File: config.mk
export PLATFORM = sky130hd
export DESIGN_NAME = dram_share_ctrl
export DESIGN_NICKNAME = d
export VERILOG_FILES = /design/src/rtl/dram_ctl_pkg.sv /design/src/rtl/dram_ref_timer.sv /design/src/rtl/dram_age_arb.sv /design/src/rtl/dram_seq.sv /design/src/rtl/dram_par_log.sv /design/src/rtl/dram_share_ctrl.sv
export SDC_FILE = /design/constraint.sdc
export NUM_CORES = 1
export LEC_CHECK = 0
export BUFFER_PORTS_ARGS = -buffer_cell sky130_fd_sc_hd__buf_2
export CAP_MARGIN = 25
export CORE_MARGIN = 5
export CORE_UTILIZATION = 52
export DETAILED_ROUTE_END_ITERATION = 8
export PLACE_DENSITY_LB_ADDON = 0.05
export SYNTH_ARGS = -nofsm -noshare
export SYNTH_HDL_FRONTEND = slang
export SYNTH_SLANG_ARGS = --single-unit
File: constraint.sdc
create_clock -name clk -period 5.1 [get_ports clk]
set_clock_uncertainty 0.15 [all_clocks]
set_input_delay 0.255 -clock clk [delete_from_list [all_inputs] [get_ports clk]]
set_output_delay 0.255 -clock clk [all_outputs]
set_load 0.005 [all_outputs]
File: src/rtl/dram_ctl_pkg.sv
package dram_ctl_pkg;

  typedef enum logic [3:0] {
    ST_IDLE,
    ST_RAS,
    ST_CAS,
    ST_CAS2,
    ST_DONE,
    ST_RF1,
    ST_RF2,
    ST_RF3,
    ST_RF4
  } seq_st_t;

  // Even parity bit for one byte lane
  function automatic logic byte_par(input logic [7:0] b);
    return ^b;
  endfunction

  // One when a lane and its stored parity disagree
  function automatic logic lane_bad(input logic [7:0] b, input logic p);
    return (^b) ^ p;
  endfunction

endpackage

File: src/rtl/dram_ref_timer.sv
module dram_ref_timer #(
  parameter int REF_W = 16
) (
  input  logic             clk,
  input  logic             rst_n,
  input  logic [REF_W-1:0] div,
  input  logic             start,
  output logic             pend
);

  logic [REF_W-1:0] cnt_q;
  logic             interval_hit;

  assign interval_hit = ({1'b0, cnt_q} + (REF_W+1)'(1)) >= {1'b0, div};

  always_ff @(posedge clk) begin
    if (!rst_n) begin
      cnt_q <= '0;
      pend  <= 1'b0;
    end else begin
      cnt_q <= interval_hit ? '0 : cnt_q + 1'b1;
      pend  <= (pend && !start) || interval_hit;
    end
  end


  pend_hold_chk: assert property (@(posedge clk) disable iff (!rst_n)
    (pend && !start) |=> pend);

endmodule

File: src/rtl/dram_age_arb.sv
module dram_age_arb #(
  parameter int NM    = 2,
  parameter int AGE_W = 4,
  parameter int IDX_W = 1
) (
  input  logic             clk,
  input  logic             rst_n,
  input  logic [NM-1:0]    req,
  input  logic [NM-1:0]    svc,
  output logic             any,
  output logic [IDX_W-1:0] pick
);

  logic [AGE_W-1:0] age_q [NM];
  logic [AGE_W-1:0] best;
  logic             found;

  for (genvar i = 0; i < NM; i++) begin : g_age
    always_ff @(posedge clk) begin
      if (!rst_n)                     age_q[i] <= '0;
      else if (!req[i] || svc[i])     age_q[i] <= '0;
      else if (age_q[i] != '1)        age_q[i] <= age_q[i] + 1'b1;
    end
  end

  assign any = |req;

  // Oldest waiting request wins; strict compare keeps the lowest index on ties
  always_comb begin
    pick  = '0;
    best  = '0;
    found = 1'b0;
    for (int i = 0; i < NM; i++) begin
      if (req[i] && (!found || age_q[i] > best)) begin
        pick  = IDX_W'(i);
        best  = age_q[i];
        found = 1'b1;
      end
    end
  end


  pick_is_req_chk: assert property (@(posedge clk) disable iff (!rst_n)
    any |-> req[pick]);

endmodule

File: src/rtl/dram_seq.sv
module dram_seq
  import dram_ctl_pkg::*;
#(
  parameter int NM    = 2,
  parameter int AW    = 24,
  parameter int DW    = 32,
  parameter int IDX_W = 1,
  localparam int LANES = DW / 8
) (
  input  logic             clk,
  input  logic             rst_n,
  input  logic             ref_pend,
  input  logic             arb_any,
  input  logic [IDX_W-1:0] arb_pick,
  input  logic [NM-1:0]    req_we,
  input  logic [NM-1:0]    req_rem,
  input  logic [NM*AW-1:0] req_addr,
  input  logic [NM*DW-1:0] req_wdata,
  output logic             ref_start,
  output logic [NM-1:0]    svc,
  output logic [NM-1:0]    ack,
  output logic [NM-1:0]    berr,
  output logic [DW-1:0]    rdata,
  output logic             rd_done,
  output logic             par_bad,
  output logic [AW-1:0]    cur_addr,
  output logic             cur_rem,
  output logic             ras_n,
  output logic             cas_n,
  output logic             we_n,
  output logic             col_sel,
  output logic [LANES-1:0] wpar,
  output logic [DW-1:0]    wdata,
  input  logic [DW-1:0]    dram_rdata,
  input  logic [LANES-1:0] dram_rpar
);

  seq_st_t          state_q, state_d;
  logic [IDX_W-1:0] cur_idx;
  logic             cur_we;
  logic [DW-1:0]    cur_wd;
  logic [DW-1:0]    rd_q;
  logic [LANES-1:0] rp_q;
  logic             decide, accept, in_acc, done;

  function automatic logic word_bad(input logic [DW-1:0] d, input logic [LANES-1:0] p);
    logic r;
    r = 1'b0;
    for (int k = 0; k < LANES; k++) r = r | lane_bad(d[8*k +: 8], p[k]);
    return r;
  endfunction

  assign decide    = (state_q == ST_IDLE) || (state_q == ST_RF4);
  assign ref_start = decide && ref_pend;
  assign accept    = decide && !ref_pend && arb_any;

  always_comb begin
    state_d = state_q;
    unique case (state_q)
      ST_IDLE, ST_RF4: state_d = ref_pend ? ST_RF1 : (arb_any ? ST_RAS : ST_IDLE);
      ST_RAS:  state_d = ST_CAS;
      ST_CAS:  state_d = ST_CAS2;
      ST_CAS2: state_d = ST_DONE;
      ST_DONE: state_d = ST_IDLE;
      ST_RF1:  state_d = ST_RF2;
      ST_RF2:  state_d = ST_RF3;
      ST_RF3:  state_d = ST_RF4;
      default: state_d = ST_IDLE;
    endcase
  end

  always_ff @(posedge clk) begin
    if (!rst_n) begin
      state_q  <= ST_IDLE;
      cur_idx  <= '0;
      cur_we   <= 1'b0;
      cur_rem  <= 1'b0;
      cur_addr <= '0;
      cur_wd   <= '0;
      rd_q     <= '0;
      rp_q     <= '0;
    end else begin
      state_q <= state_d;
      if (accept) begin
        cur_idx  <= arb_pick;
        cur_we   <= req_we[arb_pick];
        cur_rem  <= req_rem[arb_pick];
        cur_addr <= req_addr[arb_pick*AW +: AW];
        cur_wd   <= req_wdata[arb_pick*DW +: DW];
      end
      if (state_q == ST_CAS2) begin
        rd_q <= dram_rdata;
        rp_q <= dram_rpar;
      end
    end
  end

  assign in_acc  = (state_q == ST_RAS) || (state_q == ST_CAS) ||
                   (state_q == ST_CAS2) || (state_q == ST_DONE);
  assign done    = state_q == ST_DONE;
  assign rd_done = done && !cur_we;
  assign par_bad = word_bad(rd_q, rp_q);
  assign rdata   = rd_q;

  for (genvar i = 0; i < NM; i++) begin : g_port
    assign svc[i]  = in_acc && (cur_idx == IDX_W'(i));
    assign ack[i]  = done && (cur_idx == IDX_W'(i)) && !(rd_done && par_bad && cur_rem);
    assign berr[i] = done && (cur_idx == IDX_W'(i)) && rd_done && par_bad && cur_rem;
  end

  for (genvar k = 0; k < LANES; k++) begin : g_wpar
    assign wpar[k] = byte_par(cur_wd[8*k +: 8]);
  end
  assign wdata = cur_wd;

  always_comb begin
    ras_n   = 1'b1;
    cas_n   = 1'b1;
    col_sel = 1'b0;
    unique case (state_q)
      ST_RAS:          ras_n = 1'b0;
      ST_CAS, ST_CAS2: begin ras_n = 1'b0; cas_n = 1'b0; col_sel = 1'b1; end
      ST_RF1:          cas_n = 1'b0;
      ST_RF2, ST_RF3:  begin ras_n = 1'b0; cas_n = 1'b0; end
      default: ;
    endcase
  end
  assign we_n = !(cur_we && col_sel);


  done_pulse_chk: assert property (@(posedge clk) disable iff (!rst_n)
    (|ack || |berr) |=> !(|ack || |berr));


  cbr_order_chk: assert property (@(posedge clk) disable iff (!rst_n)
    ($fell(cas_n) && ras_n) |=> !ras_n);


  ras_first_chk: assert property (@(posedge clk) disable iff (!rst_n)
    ($fell(ras_n) && cas_n) |=> !cas_n);

endmodule

File: src/rtl/dram_par_log.sv
module dram_par_log #(
  parameter int AW    = 24,
  parameter int LVL_W = 3
) (
  input  logic             clk,
  input  logic             rst_n,
  input  logic             rd_done,
  input  logic             bad,
  input  logic [AW-1:0]    addr_in,
  input  logic             remote,
  input  logic             clr,
  input  logic [LVL_W-1:0] cfg_lvl,
  output logic             err_valid,
  output logic             err_ovf,
  output logic [AW-1:0]    err_addr,
  output logic [LVL_W-1:0] irq_level
);

  logic err_hit, irq_pend;

  assign err_hit = rd_done && bad;

  always_ff @(posedge clk) begin
    if (!rst_n) begin
      err_valid <= 1'b0;
      err_ovf   <= 1'b0;
      err_addr  <= '0;
      irq_pend  <= 1'b0;
    end else if (clr) begin
      err_valid <= err_hit;
      err_ovf   <= 1'b0;
      irq_pend  <= err_hit && !remote;
      if (err_hit) err_addr <= addr_in;
    end else if (err_hit) begin
      if (!err_valid) begin
        err_valid <= 1'b1;
        err_addr  <= addr_in;
      end else begin
        err_ovf <= 1'b1;
      end
      if (!remote) irq_pend <= 1'b1;
    end
  end

  assign irq_level = irq_pend ? cfg_lvl : '0;


  first_hold_chk: assert property (@(posedge clk) disable iff (!rst_n)
    (err_valid && !clr) |=> (err_valid && $stable(err_addr)));


  clear_chk: assert property (@(posedge clk) disable iff (!rst_n)
    (clr && !err_hit) |=> (!err_valid && !err_ovf && irq_level == '0));

endmodule

File: src/rtl/dram_share_ctrl.sv
module dram_share_ctrl #(
  parameter int NM    = 2,
  parameter int AW    = 24,
  parameter int DW    = 32,
  parameter int REF_W = 16,
  parameter int AGE_W = 4,
  parameter int LVL_W = 3,
  localparam int LANES = DW / 8,
  localparam int IDX_W = (NM > 1) ? $clog2(NM) : 1
) (
  input  logic             clk,
  input  logic             rst_n,
  input  logic [NM-1:0]    m_req,
  input  logic [NM-1:0]    m_we,
  input  logic [NM-1:0]    m_remote,
  input  logic [NM*AW-1:0] m_addr,
  input  logic [NM*DW-1:0] m_wdata,
  output logic [NM-1:0]    m_ack,
  output logic [NM-1:0]    m_berr,
  output logic [DW-1:0]    m_rdata,
  input  logic [REF_W-1:0] refresh_div,
  input  logic [LVL_W-1:0] irq_cfg_lvl,
  input  logic             err_clr,
  output logic             err_valid,
  output logic             err_ovf,
  output logic [AW-1:0]    err_addr,
  output logic [LVL_W-1:0] irq_level,
  output logic             dram_ras_n,
  output logic             dram_cas_n,
  output logic             dram_we_n,
  output logic             dram_col_sel,
  output logic [AW-1:0]    dram_addr,
  output logic [DW-1:0]    dram_wdata,
  output logic [LANES-1:0] dram_wpar,
  input  logic [DW-1:0]    dram_rdata,
  input  logic [LANES-1:0] dram_rpar
);

  logic             ref_pend, ref_start, arb_any;
  logic [IDX_W-1:0] arb_pick;
  logic [NM-1:0]    svc;
  logic             rd_done, par_bad, cur_rem;
  logic [AW-1:0]    cur_addr;

  dram_ref_timer #(.REF_W(REF_W)) u_timer (
    .clk(clk), .rst_n(rst_n), .div(refresh_div), .start(ref_start), .pend(ref_pend)
  );

  dram_age_arb #(.NM(NM), .AGE_W(AGE_W), .IDX_W(IDX_W)) u_arb (
    .clk(clk), .rst_n(rst_n), .req(m_req), .svc(svc), .any(arb_any), .pick(arb_pick)
  );

  dram_seq #(.NM(NM), .AW(AW), .DW(DW), .IDX_W(IDX_W)) u_seq (
    .clk(clk), .rst_n(rst_n), .ref_pend(ref_pend), .arb_any(arb_any), .arb_pick(arb_pick),
    .req_we(m_we), .req_rem(m_remote), .req_addr(m_addr), .req_wdata(m_wdata),
    .ref_start(ref_start), .svc(svc), .ack(m_ack), .berr(m_berr), .rdata(m_rdata),
    .rd_done(rd_done), .par_bad(par_bad), .cur_addr(cur_addr), .cur_rem(cur_rem),
    .ras_n(dram_ras_n), .cas_n(dram_cas_n), .we_n(dram_we_n), .col_sel(dram_col_sel),
    .wpar(dram_wpar), .wdata(dram_wdata), .dram_rdata(dram_rdata), .dram_rpar(dram_rpar)
  );

  assign dram_addr = cur_addr;

  dram_par_log #(.AW(AW), .LVL_W(LVL_W)) u_log (
    .clk(clk), .rst_n(rst_n), .rd_done(rd_done), .bad(par_bad), .addr_in(cur_addr),
    .remote(cur_rem), .clr(err_clr), .cfg_lvl(irq_cfg_lvl), .err_valid(err_valid),
    .err_ovf(err_ovf), .err_addr(err_addr), .irq_level(irq_level)
  );

endmodule

==> key figures, run 1 <==
Finish
  – Fin area: around 0.011 mm^2
  – Area Growth Syn to Fin: 48.19%
  – Fill count: 954
  – Post-route core utilization: 0.7824
  – Inserted Diodes: 0
  – Final-stage net count: ~1.4k
  – Layout cells sized above 1: 0.2820

Power
  – Worst vdd ir: 0.0003830 V
  – Int Pwr: about 2600 uW
  – Clock share of power: 0.364
  – Sw power: ~1000 uW
  – Power per cell area: 334.8 mW/mm^2
  – Sw Share: 0.2769
  – Leak pwr: just under 0.005 uW
  – Flop pwr share: 0.390
  – Combinational share of power: 0.246

Synth
  – Asr flop ratio synth: 0
  – Sequential-to-total area share from yosys stat: 0.4267
  – Post-synth EDFFs: 8
  – Mapped Area: 0.007272 mm^2
  – Synthesized flop and latch total: 151
  – Yosys top cell area share: 0.3937
  – Post-Syn Instances: approximately 820
  – Post-synth top flop: dfxtp_1
  – Net count after synthesis: 1017
  – Area leader, netlist: dfxtp_1
  – Synth cell types: 39
  – Ys Warns: 0
  – Syn Area/Cell: 8.890 um^2
  – Area contributors post-synth: dfxtp_1, mux2i_1, xnor2_1

Floorplanning
  – Initial Utilization: 0.5280
  – Die area: 0.01645 mm^2
  – Core box area: 0.01377 mm^2
  – Ports: a little over 300
  – # rows: 43
  – Die Y: around 130 um
  – Die W: 128.3 um

Placement
  – Post-DP HPWL: 14430 um
  – I/O Buffers: 304
  – Worst slack, placed: 1.948 ns
  – RePlAce Congestion: 0.7975
  – Post-DP Area: ~0.009 mm^2

Route
  – Final WL: between 20000 and 25000 um
  – Vias per Instance: 5.165
  – First-pass iteration count of the detailed router: 5
  – Routed via count: 7303
  – Detail Route Antenna Nets: 0
  – Initial DRC count: 403
  – DR DRC count: 0
  – Detailed-route wire length per cell: 15.83 um

Clock tree
  – CTS tree: yes
  – Clock Latency Late Sink: 0.42 ns
  – Clock Pin Slew Worst Setup and Hold Paths: roughly 0.060 ns
  – CTS Buf Count: 17
  – CTS HTree Levels: 4
  – Clock Tree Buf Depth: 2
  – Clock tree root driver cell: clkbuf_16
  – # clock sinks: approximately 150

GRT
  – First-pass GRT wire length: 35160 um
  – Largest net degree at the start of global routing: 118
  – GRT Total Usage: 0.2653
  – Initial antenna violation count: 0
  – Vias in the first global route: 7284
  – Global route overflow: 0

STA
  – Final hold viol count: 0
  – Post-layout min period: 3.316 ns
  – Period Utilization, post-route: 0.6501
  – Max Clk Rate: 301.6 MHz
  – Slew margin rel.: 0.3574
  – Max Slew Vio Count: 0
  – Setup_tns: 0 ns
  – Worst slew pin tran: 0.9618 ns
  – Final setup fails: 0
  – RSZ-0062 raised after global routing: false
  – Final WS setup: 1.784 ns
  – Final hold slack: 0.009451 ns

Setup path
  – Crit Path Max Fanout: 23
  – CP arrival: 3.45 ns
  – Critical path required time: 5.23 ns
  – CP endpoint kind: flop
  – Reg2reg path depth: 11
  – CP startpoint kind: flop
  – Worst Setup Path Type: flop to flop

Min path
  – WHS Path Cells: 3
  – Worst Hold Class: input pin to flop

Job
  – Max_cap viols: 0

Run status
  – Status: completed
per-layer routing:
| metal | up-vias | global-route usage | routed length, um |
|---|---|---|---|
| met4 | 0 | 0.1105 | 713 |
| met3 | 49 | 0.08583 | 1666 |
| met5 | - | 0 | 0 |
| li1 | 3626 | - | - |
| met1 | 3387 | 0.2968 | 8730 |
| met2 | 241 | 0.4625 | 11280 |
power groups by stage:
stage	Clock [uW]	Combinational [uW]	Sequential, uW
after floorplan	0	459	1410
after global placement	0	757	1420
after detailed placement	0	764	1420
after CTS	1330	863	1400
after global routing	1380	969	1420
final	1310	888	1410
state kept, by name, indices dropped and copies added, names as in the netlist:
name	flops
u_log.err_addr	24
u_seq.cur_idx	1
u_seq.cur_rem	1
u_timer.pend	1
u_seq.wdata	32
u_seq.state_q	4
u_log.err_valid	1
u_seq.rp_q	4
u_timer.cnt_q	16
u_seq.rdata	32
u_log.irq_pend	1
u_seq.cur_addr	24
u_log.err_ovf	1
u_seq.cur_we	1
u_arb.age_q	8
stage by stage:
step	power [uW]	instances
after CTS	3597	1413
after global routing	3774	1414
after detailed placement	2186	1256
after global placement	2180	1256
final	3608	1414
after floorplan	1872	818
placed cells by master (no fill, tap or decap), types with 18 or more instances in the layout:
cell type and n:
buf_2 303, dfxtp_1 143, dlygate4sd3_1 125, nand2_1 117, a21oi_1 69, o21ai_0 68
mux2i_1 59, xnor2_1 57, nand3_1 36, a21boi_0 36, ha_1 23, o21ai_1 20
nor3b_1 20, clkbuf_16 19, inv_1 18
worst paths after layout:
path | from | endpoint | slack (ns)
worst max-delay path | u_arb.age_q[0][0] | u_seq.wdata[11] | 1.78
worst min-delay path | m_wdata[28] | u_seq.wdata[28] | 0.009
worst max register to register | u_arb.age_q[0][0] | u_seq.wdata[11] | 1.78
worst min register to register | u_log.err_addr[19] | u_log.err_addr[19] | 0.29
cells by family after synthesis:
| family | share of synthesized area |
|---|---|
| buffers and inverters | 0.04164 |
| adders and majority gates | 0.03957 |
| and+or+nand+nor | 0.1523 |
| xor gates and xnor gates | 0.09911 |
| muxes | 0.08121 |
| DFF | 0.4267 |
| AOI/OAI and AO/OA | 0.1595 |
repair_timing:
action	in CTS	in global routing
gates resized for setup	0	0
endpoints found under the setup margin	0	0
hold buffers	125	0
setup buffers	0	0
endpoints found under the hold margin	84	0
critical path, cell delays in order, from the launching register on:
cell,delay [ns]
edfxtp_1,0.42
and2_1,0.18
ha_1,0.17
nor2b_1,0.11
o21a_1,0.12
o21a_1,0.10
o21ai_0,0.13
a21boi_4,0.44
buf_4,0.45
mux2i_1,0.22
dlygate4sd3_1,0.59
a21oi_1,0.09
final cells by class:
cell class | instances | area, um^2 | area share
inverters | 18 | 67.56 | 0.006270
repair buffers | 438 | 2863 | 0.2656
clock inverters | 6 | 82.58 | 0.007663
flip-flops and latches | 151 | 3103 | 0.2879
well taps | 180 | 225.2 | 0.02090
clock buffers | 26 | 551.8 | 0.05120
multi-input cells | 595 | 3884 | 0.3604
Yosys cell counts (all sizes together), types with 18 or more instances:
cell / number
xnor2: 57
ha: 23
nand3: 36
nand2: 117
a21boi: 38
inv: 18
o21ai: 88
clkbuf: 40
a21oi: 69
mux2i: 59
dfxtp: 143
nor3b: 20
(Power assumes the default switching activity.)
==> inputs of run 2 (changes only) <==
--- a/config.mk
+++ b/config.mk
@@ -8,7 +8,7 @@
 export BUFFER_PORTS_ARGS = -buffer_cell sky130_fd_sc_hd__buf_2
 export CAP_MARGIN = 25
 export CORE_MARGIN = 5
-export CORE_UTILIZATION = 52
+export CORE_UTILIZATION = 48
 export DETAILED_ROUTE_END_ITERATION = 8
 export PLACE_DENSITY_LB_ADDON = 0.05
 export SYNTH_ARGS = -nofsm -noshare
==> constraint.sdc (replaced) <==
create_clock -name clk -period 3.4 [get_ports clk]
set_clock_uncertainty 0.15 [all_clocks]
set_input_delay 0.17 -clock clk [delete_from_list [all_inputs] [get_ports clk]]
set_output_delay 0.17 -clock clk [all_outputs]
set_load 0.005 [all_outputs]
==> run 2 against run 1 <==
Critical path depth increased by 2. Combinational power increased by 54%. Die area increased by 7.7%. Clock-buffer cell count decreased by 6. Power increased by 56%. Clock power increased by 66%. Sequential share of layout area decreased by 0.97 points. Register-to-register slack got worse by 1.5 ns. Utilization decreased by 4.1 points. Routed wire length decreased by 0.46%. Worst hold slack improved by 0.047 ns. Flip-flop and latch count unchanged. Critical endpoint is now u_timer.pend.
==> key figures, run 2 (synthesis gave the netlist of run 1 again) <==
Route
  – Initial DRC count: about 370
  – Vias per Instance: 5.039
  – First-pass iteration count of the detailed router: 5
  – DR DRC count: 0
  – Detailed-route wire length per cell: 15.36 um
  – Final WL: 22280 um
  – Detail Route Antenna Nets: 0
  – Routed via count: 7311

STA
  – Post-layout min period: 3.109 ns
  – Setup_tns: 0 ns
  – Max Clk Rate: 321.6 MHz
  – Final setup fails: 0
  – RSZ-0062 raised after global routing: false
  – Final WS setup: 0.2906 ns
  – Period Utilization, post-route: 0.9145
  – Max Slew Vio Count: 0
  – Slew margin rel.: 0.5782
  – Final hold viol count: 0
  – Final hold slack: about 0.056 ns
  – Worst slew pin tran: 0.6248 ns

Clock tree
  – # Post-CTS Setup Buffers: 0
  – # clock sinks: 151
  – CTS Buf Count: 17
  – Clock Latency Late Sink: 0.42 ns
  – Clock Tree Buf Depth: 2
  – Clock tree root driver cell: clkbuf_16
  – Clock Pin Slew Worst Setup and Hold Paths: around 0.06 ns
  – CTS tree: yes
  – CTS HTree Levels: 4

GRT
  – Global Route met1 Usage: 0.2747
  – GRT Total Usage: 0.2478
  – Vias in the first global route: 7402
  – Met3 usage: 0.08099
  – First-pass GRT wire length: 35870 um
  – Grt peak-use layer: met2
  – Met2 Usage GRT: 0.4343
  – Largest net degree at the start of global routing: between 100 and 150
  – Initial antenna violation count: 0
  – Global route overflow: 0

Run status
  – Status: completed

Setup path
  – Worst path slowest cell: dfxtp_1
  – CP endpoint kind: flop
  – Crit Path Max Fanout: 11
  – CP arrival: between 3 and 4 ns
  – Worst Setup Path Type: flop to flop
  – CP startpoint kind: flop
  – Largest stage delay, worst path: 0.38 ns
  – Critical path required time: 3.56 ns
  – Cell Chain, Critical Path: ha_1, nand3_1, nor2_1, nand3_1, xnor2_1, ha_1, a21o_1, a21oi_1, nor2b_1, o311ai_0, a21boi_1, buf_4, o21a_1

Finish
  – Layout cells sized above 1: 0.2781
  – Final Non-Filler Cells: 1451
  – Commonest non-fill, non-tap cells in the layout: buf_2, dlygate4sd3_1, dfxtp_1
  – Leading cell type in the layout, fill and taps excluded: buf_2
  – Area Growth Syn to Fin: 53.37%
  – Final-stage net count: 1448

Placement
  – Post-DP HPWL: 14620 um
  – Worst slack, placed: 0.2555 ns
  – Placed insts: 1265
  – I/O Buffers: 304
  – RePlAce Congestion: 0.8518

Power
  – Leak pwr: 0.005109 uW
  – Worst vdd ir: roughly 0.00038 V
  – Power per cell area: a little over 500 mW/mm^2
  – Power Total: 5645 uW

Job
  – Max_cap viols: 0

Floorplanning
  – Die Y: between 100 and 150 um
  – Initial Utilization: 0.4837
  – Ports: 305
  – Die W: 133.1 um
  – # rows: 45
  – Die area: 0.01771 mm^2
  – Core box area: 0.01503 mm^2

Min path
  – Worst Hold Class: input pin to flop
==> run 2: path summary, 6_finish.rpt <==
kind | from | cells after the start | end | slack [ns]
worst max register to register | u_timer.cnt_q[0] | 13 | u_timer.pend | 0.29
worst max-delay path | u_timer.cnt_q[0] | 13 | u_timer.pend | 0.29
worst min-delay path | rst_n | 2 | u_log.err_valid | 0.06
worst min register to register | u_log.err_addr[23] | 2 | u_log.err_addr[23] | 0.30
==> run 2: metrics by stage <==
| stage | util | instance area (um^2) |
|---|---|---|
| after detailed placement | 0.5941 | 8931 |
| after global routing | 0.7417 | 11150 |
| after CTS | 0.7416 | 11150 |
| after floorplan | - | 7272 |
| after global placement | 0.5941 | 8931 |
| final | 0.7419 | 11150 |
==> run 2: critical path, delay by kind of cell (launching register included) <==
kind            cells  cell delay, ns
fa+ha+maj           2            0.53
simple gates        4            0.62
xor+xnor            1            0.21
compound gates      5            0.90
flops               1            0.38
buf+inv             1            0.20
==> run 2: cell type report <==
class / instances / area [um^2]
Inverter: 18 / 67.56
Multi-Input combinational cell: 595 / 3886
Fill cell: 1148 / 3880
Timing Repair Buffer: 466 / 3173
Antenna cell: 1 / 2.502
Sequential cell: 151 / 3103
Tap cell: 188 / 235.2
Clock inverter: 12 / 207.7
Clock buffer: 20 / 478.0
==> run 2: repair_timing <==
item | 4_1_cts | 5_1_grt
setup endpoints to repair | 0 | 7
resized for setup | 0 | 1
hold endpoints to repair | 97 | 0
hold buffers | 153 | 0
==> run 2: layer usage <==
| metal | wire (um) | share of wire |
|---|---|---|
| met1 | 8715 | 0.39 |
| met2 | 11220 | 0.50 |
| met3 | 1556 | 0.070 |
| met4 | 791 | 0.035 |
| met5 | 0 | 0 |
==> run 2: report_power, final <==
| group | total (uW) | switching [uW] | internal [uW] | leakage, uW |
|---|---|---|---|---|
| Clock | 2170 | 771 | 1400 | 0.000334 |
| Combinational | 1370 | 642 | 726 | 0.00351 |
| Sequential | 2110 | 154 | 1950 | 0.00127 |
| Total | 5640 | 1570 | 4080 | 0.00511 |
